[src/rtl/sync_serial_rx.sv]
module sync_serial_rx #(
  parameter int DW = 8
) (
  input  logic          clk,
  input  logic          rst_n,
  input  logic          tx_en,
  input  logic          rx_en,
  input  logic          txbuf_wr,
  input  logic          rxbuf_rd,
  input  logic          irq_clr,
  input  logic          ovr_clr,
  input  logic          sclk_in,
  input  logic          rxd_in,
  output logic [DW-1:0] rx_data,
  output logic          rx_done,
  output logic          irq_req,
  output logic          ovr_err,
  output logic          txbuf_empty,
  output logic          rts_out
);
  localparam int CW = $clog2(DW);
  localparam logic [CW-1:0] LAST = CW'(DW - 1);

  logic [1:0]    sclk_sync, rxd_sync;
  logic          sclk_d, busy, rts_q;
  logic [CW-1:0] cnt;
  logic [DW-1:0] shreg;

  wire rise      = sclk_sync[1] & ~sclk_d;
  wire fall      = ~sclk_sync[1] & sclk_d;
  wire armed     = tx_en & rx_en & ~txbuf_empty;
  wire start     = fall & ~busy & armed;
  wire frame_end = busy & rise & (cnt == LAST);
  wire [DW-1:0] next_sh = {rxd_sync[1], shreg[DW-1:1]};

  always_ff @(posedge clk or negedge rst_n) begin
    if (!rst_n) begin
      sclk_sync <= 2'b11;
      rxd_sync  <= 2'b11;
      sclk_d    <= 1'b1;
    end else begin
      sclk_sync <= {sclk_sync[0], sclk_in};
      rxd_sync  <= {rxd_sync[0], rxd_in};
      sclk_d    <= sclk_sync[1];
    end
  end

  always_ff @(posedge clk or negedge rst_n) begin
    if (!rst_n) begin
      busy  <= 1'b0;
      cnt   <= '0;
      shreg <= '0;
    end else if (!rx_en) begin
      busy <= 1'b0;
      cnt  <= '0;
    end else if (start) begin
      busy <= 1'b1;
      cnt  <= '0;
    end else if (busy && rise) begin
      shreg <= next_sh;
      cnt   <= cnt + 1'b1;
      if (cnt == LAST) busy <= 1'b0;
    end
  end

  always_ff @(posedge clk or negedge rst_n) begin
    if (!rst_n) begin
      rx_data     <= '0;
      rx_done     <= 1'b0;
      irq_req     <= 1'b0;
      ovr_err     <= 1'b0;
      txbuf_empty <= 1'b1;
      rts_q       <= 1'b0;
    end else begin
      if (txbuf_wr)   txbuf_empty <= 1'b0;
      else if (start) txbuf_empty <= 1'b1;

      if (frame_end) begin
        rx_data <= next_sh;
        rx_done <= 1'b1;
        irq_req <= 1'b1;
      end else begin
        if (rxbuf_rd) rx_done <= 1'b0;
        if (irq_clr)  irq_req <= 1'b0;
      end

      if (frame_end && rx_done) ovr_err <= 1'b1;
      else if (ovr_clr)         ovr_err <= 1'b0;

      if (start)                                    rts_q <= 1'b1;
      else if (rxbuf_rd && rx_done && !frame_end)   rts_q <= 1'b0;
    end
  end

  assign rts_out = rts_q | ~rx_en;
endmodule

[config.mk]
export PLATFORM = sky130hd
export DESIGN_NAME = sync_serial_rx
export DESIGN_NICKNAME = d
export VERILOG_FILES = /design/src/rtl/sync_serial_rx.sv
export SDC_FILE = /design/constraint.sdc
export NUM_CORES = 1
export LEC_CHECK = 0
export BUFFER_PORTS_ARGS = -buffer_cell sky130_fd_sc_hd__buf_2
export CORE_MARGIN = 8
export CORE_UTILIZATION = 52
export CTS_BUF_LIST = sky130_fd_sc_hd__clkbuf_8 sky130_fd_sc_hd__clkbuf_16
export DETAILED_ROUTE_END_ITERATION = 6
export PLACE_DENSITY_LB_ADDON = 0.2
export SLEW_MARGIN = 10
export SYNTH_ARGS = -nofsm -noshare
export SYNTH_HDL_FRONTEND = slang
export SYNTH_SLANG_ARGS = --single-unit
export TNS_END_PERCENT = 100
[constraint.sdc]
create_clock -name clk -period 2.75 [get_ports clk]
set_input_delay 0.825 -clock clk [delete_from_list [all_inputs] [get_ports clk]]
set_output_delay 0.825 -clock clk [all_outputs]
set_load 0.02 [all_outputs]
; Yosys cells after proc, flatten, opt, wreduce, memory -nomap -nowiden
; Index checks and enable logic that the tools add are counted.
[totals]
regBits = 30
latch_bits = 0
mem_bits_rw = 0
romBits = 0
input_bits = 10
output_inout_bits = 13
wordCells = 60
memories = 0
[classes]
n_addsub = 1
n_mul = 0
n_div = 0
magnitude_cmp = 0
eq_ne = 3
shifts = 0
mux = 17
n_bitwise = 15
reduce_logical = 12
[op_table]
columns = operator, count
row1 = $mux 1, 14
row2 = $reduce_bool 2->1, 5
row3 = $mux 3, 3
row4 = $and 1x1->1, 8
row5 = $ne 3x1->1 const B, 2
row6 = $not 1->1, 6
row7 = $logic_and 1x1->1, 4
row8 = $add 3x1->3 const B, 1
row9 = $eq 3x3->1 const B, 1
row10 = $reduce_and 3->1, 1
row11 = $reduce_and 2->1, 1
row12 = $logic_not 1->1, 1
row13 = $or 1x1->1, 1

; Logic depth before layout (Yosys ltp)
; Gate-level depths: netlist (run 1).
[logic_depth]
word_depth = 8
mapped_depth = 6
mapped_depth_nobuf = 5

; Least setup slack after synthesis (run 1)
; No wires, ideal clock.
[synth_path]
path_type = in2out
startpoint = input port rx_en
endpoint = output port rts_out
arrival_ns = 0.967
required_time_ns = 1.925
path_slack_ns = 0.958
cell_stages = 1
n_path_buf = 0
cell_sequence = nand2_1
[synth_via]
elab_chain_len = 2
[synth_lines]
columns = item, line_no
row1 = from (decl), 7  ; input logic rx_en,
row2 = $not 1->1, 95  ; assign rts_out = rts_q | ~rx_en;
row3 = $or 1x1->1, 95
row4 = to (decl), 19  ; output logic rts_out
; Every way passes these cells.

; Final worst setup path (run 1)
; Same ends and word-level chain as after synthesis.

==> summary.md, run 1 <==
| Metric | Value |
|---|---|
| Reg-to-Reg End | `rts_q` |
| Crit path DAT | `1200 ps` |
| YS warnings | `0` |
| Number of filler cells placed in the layout | `143` |
| Slew margin rel. | `0.562` |
| Cell Count, Final, Fillers Out | `129` |
| Met2 wire length | `955 microns` |
| Synth top area share | `0.525` |
| Crit share post-route | `0.735` |
| Post-DR vias/cell | `5.11` |
| Min Hold Slack | `348 ps` |
| Yosys cell types | `19` |
| Achievable Freq | `495 MHz` |
| Antenna cells | `0` |
| DIE AREA | `3840 sq um` |
| Worst skew pair latency | `270 ps` |
| Critical Path Sink Type | `output pin` |
| Post-DP Area | `1230 sq um` |
| Design Area, Final | `1340 sq um` |
| Fin. max-slew vios | `0` |
| PortBufs | `22` |
| Gr usage total | `0.112` |
| Vias in the first global route | `708` |
| Comb pwr share | `0.038` |
| Syn_nets | `85` |
| Area grow syn2layout | `21.7%` |
| Area leader, netlist | `dfrtp_1` |
| Number of hold buffers added after cts | `0` |
| Drt total wl | `1870 microns` |
| Final hold vios | `0` |
| Hold path cells | `0` |
| Syn Std Cell Area | `1100 sq um` |
| Tot Pwr | `854 uW` |
| Area occupied by multi-input gates | `330 sq um` |
| Pre-Repair DR Iteration Count | `3` |
| RSZ-0062 raised after global routing | `no` |
| Measured slew at the worst slew-check pin | `653 ps` |
| TritonCTS Sinks | `29` |
| Worst Hold Path EP | `sclk_sync[1]` |
| TritonCTS buffer count | `5` |
| WL/cell | `14.5 microns` |
| # rows | `16` |
| Clock power frac | `0.436` |
| Nets | `113` |
| Wire length on met1 | `743 microns` |
| Syn avg cell area | `15.0 sq um` |
| Net Sw Frac | `0.202` |
| Post-route ant nets | `0` |
| Boundary Pins | `23` |
| Area contributors post-synth | `dfrtp_1, mux2_2, dfstp_2` |
| Via Count | `659` |
| Crit path max fanout | `7` |
| HP Start | `sclk_sync[0]` |
| Die W | `61.9 microns` |
| GRT overflow | `0` |
| LEAKAGE | `0.719 nW` |
| GP Congestion | `0.720` |
| Maximum clock path buffer count | `2` |
| Sequential Power Share | `0.526` |
| Layout cells sized above 1 | `0.549` |
| CP startpoint kind | `input pin` |
| Final worst slack | `730 ps` |
| Register-to-Register Path Depth | `5` |
| Initial antenna violation count | `0` |
| Clk root buf | `clkbuf_8` |
| DR WL met3 | `151 microns` |
| Final core utilization | `0.674` |
| Die height | `61.9 microns` |
| Post-CTS setup buffers | `0` |
| Setup slack at placement | `740 ps` |
| Initial Utilization | `0.554` |
| Status | `finished, final reports clean` |
| Fin crit period | `2020 ps` |
| CTS tree | `built` |
| DR top layer | `met4` |
| CP required | `1930 ps` |
| Reg2Reg Launch Point | `cnt[0]` |
| Core Area | `1980 sq um` |
| Min-Delay Path Class | `reg2reg` |
| DRC Markers | `0` |
| Synth Instances | `73` |
| Starting DRT DRC Count | `7` |
| Sequential Area | `733 sq um` |
| Clock skew | `6.12 ps` |
| Max_cap viols | `0` |
| Seq cells post-synth | `29` |
| First-pass GRT wire length | `3070 microns` |
| Final setup viols | `0` |
| Setup CP Type | `in2out` |
| R2r setup slk | `930 ps` |
| Internal power | `682 uW` |
| Placed cell count | `121` |
| Sequential area share after synthesis | `0.668` |
| VDD IR max | `0.000408 V` |
| Worst-path clk slew | `60 ps` |
| Largest net degree at the start of global routing | `30` |
| P per Cell Area | `639 nW/um^2` |
| H-tree depth | `2` |
| Final TNS setup | `0 ps` |
| Post-CTS Resized | `0` |
| Net Sw Power | `172 uW` |
area by class of cell:
cell class                      instances  area share
Tap cell                               27      0.0253
Clock inverter                          1     0.00375
Timing Repair Buffer                   22      0.0825
Multi-Input combinational cell         36       0.247
Inverter                                7      0.0197
Clock buffer                            7      0.0722
Sequential cell                        29       0.549
layout by cell type (no fill, tap or decap):
cell	netlist	final
a211oi_2	1	1
a21oi_1	1	1
a22o_1	1	1
a32o_1	1	1
and2_4	1	1
and3_1	1	1
and3b_2	1	1
and4bb_2	1	1
buf_2	0	22
clkbuf_8	0	7
clkinv_2	0	1
dfrtp_1	23	23
dfstp_2	6	6
ha_1	2	2
inv_1	7	7
mux2_2	16	16
nand2_1	3	3
nand3_1	2	2
nand4b_1	1	1
o21ai_0	3	3
o22ai_1	1	1
kinds of logic (layout without fill, tap and decap cells):
family / count (synthesis) / after routing / synth area share
AOI/OAI and AO/OA: 8 / 8 / 0.0524
buffers and inverters: 8 / 37 / 0.0308
muxes: 16 / 16 / 0.164
adders and majority gates: 2 / 2 / 0.0228
DFF: 29 / 29 / 0.668
and+or+nand+nor: 10 / 10 / 0.0616
power groups by stage:
| stage | combinational [mW] | sequential (mW) | clock [mW] |
|---|---|---|---|
| detailed placement | 0.0332 | 0.456 | 0 |
| global placement | 0.0324 | 0.456 | 0 |
| finish | 0.0322 | 0.449 | 0.372 |
| CTS | 0.0332 | 0.449 | 0.385 |
| global route | 0.0374 | 0.451 | 0.394 |
| floorplan | 0.0142 | 0.455 | 0 |
flip-flops by register name, summed over array words and instances, names as in the netlist:
name	count
busy	1
cnt	3
irq_req	1
ovr_err	1
rts_q	1
rx_data	8
rx_done	1
rxd_sync	2
sclk_d	1
sclk_sync	2
shreg	7
txbuf_empty	1
Yosys cell counts (all sizes together):
master / number
a211oi: 1
a21oi: 1
a22o: 1
a32o: 1
and2: 1
and3: 1
and3b: 1
and4bb: 1
buf: 1
dfrtp: 23
dfstp: 6
ha: 2
inv: 7
mux2: 16
nand2: 3
nand3: 2
nand4b: 1
o21ai: 3
o22ai: 1
critical path: stages:
cell,delay [ps]
buf_2,150
nand2_1,60
buf_2,160
how the worst max path moves through the flow:
stage                      from      end  slack (ps)  cells past startpoint
after floorplan           rx_en  rts_out         960                      1
after global placement    rx_en  rts_out         750                      3
after detailed placement  rx_en  rts_out         740                      3
after CTS                 rx_en  rts_out         740                      3
after global routing      rx_en  rts_out         700                      3
final                     rx_en  rts_out         730                      3
layer usage:
| metal | vias to the layer above | global-route usage |
|---|---|---|
| met5 | - | 0 |
| met4 | 0 | 0.0487 |
| met3 | 3 | 0.0453 |
| met2 | 19 | 0.195 |
| met1 | 329 | 0.115 |
| li1 | 308 | - |
(Power assumes the default switching activity.)
==> run 2: changes to the inputs <==
- CORE_UTILIZATION: 52 -> 46
- clock period: 2.75 -> 1.64 ns (I/O delays scaled with it)
==> summary.md, run 2 (same netlist as run 1, synthesis figures left out) <==
| Metric | Value |
|---|---|
| Placed cell count | `123` |
| Number of hold buffers added after cts | `0` |
| Final core utilization | `0.607` |
| Setup CP Type | `reg2reg` |
| Net Sw Frac | `0.206` |
| Min-Delay Path Class | `in2async` |
| TritonCTS buffer count | `5` |
| Most flops, register | `rx_data` |
| First-pass GRT wire length | `3350 microns` |
| Via Count | `657` |
| GP Congestion | `0.752` |
| Starting DRT DRC Count | `9` |
| Achievable Freq | `657 MHz` |
| CP required | `1800 ps` |
| DRC Markers | `0` |
| Fin. max-slew vios | `0` |
| Final hold vios | `0` |
| Post-DR vias/cell | `5.02` |
| Fin crit period | `1520 ps` |
| Cell Count, Final, Fillers Out | `131` |
| CP startpoint | `cnt[0]` |
| Crit share post-route | `0.928` |
| H-tree depth | `2` |
| Tot Pwr | `1.44 mW` |
| P per Cell Area | `1060 nW/um^2` |
| Gr usage total | `0.106` |
| Crit path max fanout | `13` |
| Area grow syn2layout | `23.6%` |
| Post-DP Area | `1250 sq um` |
| Post-route ant nets | `0` |
| Die W | `64.8 microns` |
| Initial Utilization | `0.491` |
| LEAKAGE | `0.730 nW` |
| Core Area | `2230 sq um` |
| WL/cell | `14.5 microns` |
| Sequential Power Share | `0.523` |
| GR Util met3 | `0.0687` |
| Antenna cells | `0` |
| Worst-path clk slew | `60 ps` |
| Max_cap viols | `0` |
| Number of filler cells placed in the layout | `194` |
| Largest registers | `rx_data: 8 flops, shreg: 7 flops, cnt: 3 flops` |
| Internal power | `1.14 mW` |
| TritonCTS Sinks | `29` |
| Slew margin rel. | `0.598` |
| Clk root buf | `clkbuf_8` |
| CTS tree | `built` |
| # rows | `17` |
| Boundary Pins | `23` |
| Status | `finished, final reports clean` |
| Busiest grt layer | `met2` |
| Measured slew at the worst slew-check pin | `603 ps` |
| Vias in the first global route | `737` |
| PortBufs | `22` |
| Nets | `114` |
| Comb pwr share | `0.038` |
| Post-CTS setup buffers | `0` |
| RSZ-0062 raised after global routing | `no` |
| Initial antenna violation count | `0` |
| Clock power frac | `0.439` |
| DIE AREA | `4200 sq um` |
| GRT overflow | `0` |
| Maximum clock path buffer count | `2` |
| Final TNS setup | `0 ps` |
| Design Area, Final | `1360 sq um` |
| Final setup viols | `0` |
| Worst skew pair latency | `280 ps` |
| Layout cells sized above 1 | `0.553` |
| Max reg flops | `8` |
| Dpl hpwl | `1400 microns` |
| Pre-Repair DR Iteration Count | `4` |
| Critical Path Sink Type | `flop` |
| Grt met2 use | `0.157` |
| CP startpoint kind | `flop` |
| Net Sw Power | `297 uW` |
| Met1 Track Usage GR | `0.116` |
| Reg2Reg Launch Point | `cnt[0]` |
| Commonest non-fill, non-tap cell in the layout | `dfrtp_1` |
| Largest net degree at the start of global routing | `30` |
| Post-CTS Resized | `0` |
| Most frequent cells in the layout | `dfrtp_1, buf_2, mux2_2, inv_1, clkbuf_8` |
| Die height | `64.8 microns` |
| Drt total wl | `1900 microns` |
| Crit path DAT | `1680 ps` |
| VDD IR max | `0.000863 V` |
| Clock skew | `5.02 ps` |
-- run 2: cell count changes in the layout (fill, tap and decap cells not counted) --
cell    delta
buf_12     +1
-- run 2: final timing paths --
kind                                     to  slack (ps)  depth (start not counted)
worst max-delay path             rx_data[5]         120                          5
worst min-delay path                 cnt[0]         220                          1
worst max register to register   rx_data[5]         120                          5
worst min register to register  rxd_sync[1]         360                          0
max in group asynchronous          shreg[3]        1020                          1
min in group clk                rxd_sync[0]         310                          1
-- run 2: layout make-up --
| class | count | area [sq um] | area share |
|---|---|---|---|
| inverters | 7 | 26.3 | 0.0194 |
| well taps | 28 | 35.0 | 0.0258 |
| clock inverters | 1 | 5.00 | 0.00369 |
| multi-input cells | 36 | 330 | 0.244 |
| repair buffers | 23 | 130 | 0.0959 |
| clock buffers | 7 | 96.3 | 0.0710 |
| flip-flops and latches | 29 | 733 | 0.541 |
-- run 2: per-stage QoR --
step                      setup slack (ps)  hold slack, ps
after floorplan                        144             196
after global placement                 164             347
after CTS                              106             238
final                                  118             222
after global routing                  47.3             280
after detailed placement               123             353
-- run 2: critical path, cell delays in order (launching register included) --
cell      delay (ps)
dfrtp_1          390
ha_1             200
ha_1             180
nand4b_1         150
buf_12           150
mux2_2           330
-- run 2: power groups by stage --
stage               clock (mW)  combinational, mW  sequential, mW
floorplan                    0             0.0239           0.763
global placement             0             0.0549           0.765
detailed placement           0             0.0561           0.766
CTS                      0.650             0.0565           0.754
global route             0.683             0.0627           0.756
finish                   0.632             0.0545           0.754
-- run 2: metal layers --
metal / routed length (microns) / part of all wire / vias to the layer above
met5: 0 / 0 / -
met4: 38 / 0.020 / 0
met3: 122 / 0.064 / 5
met2: 924 / 0.49 / 14
met1: 818 / 0.43 / 329
li1: - / - / 309
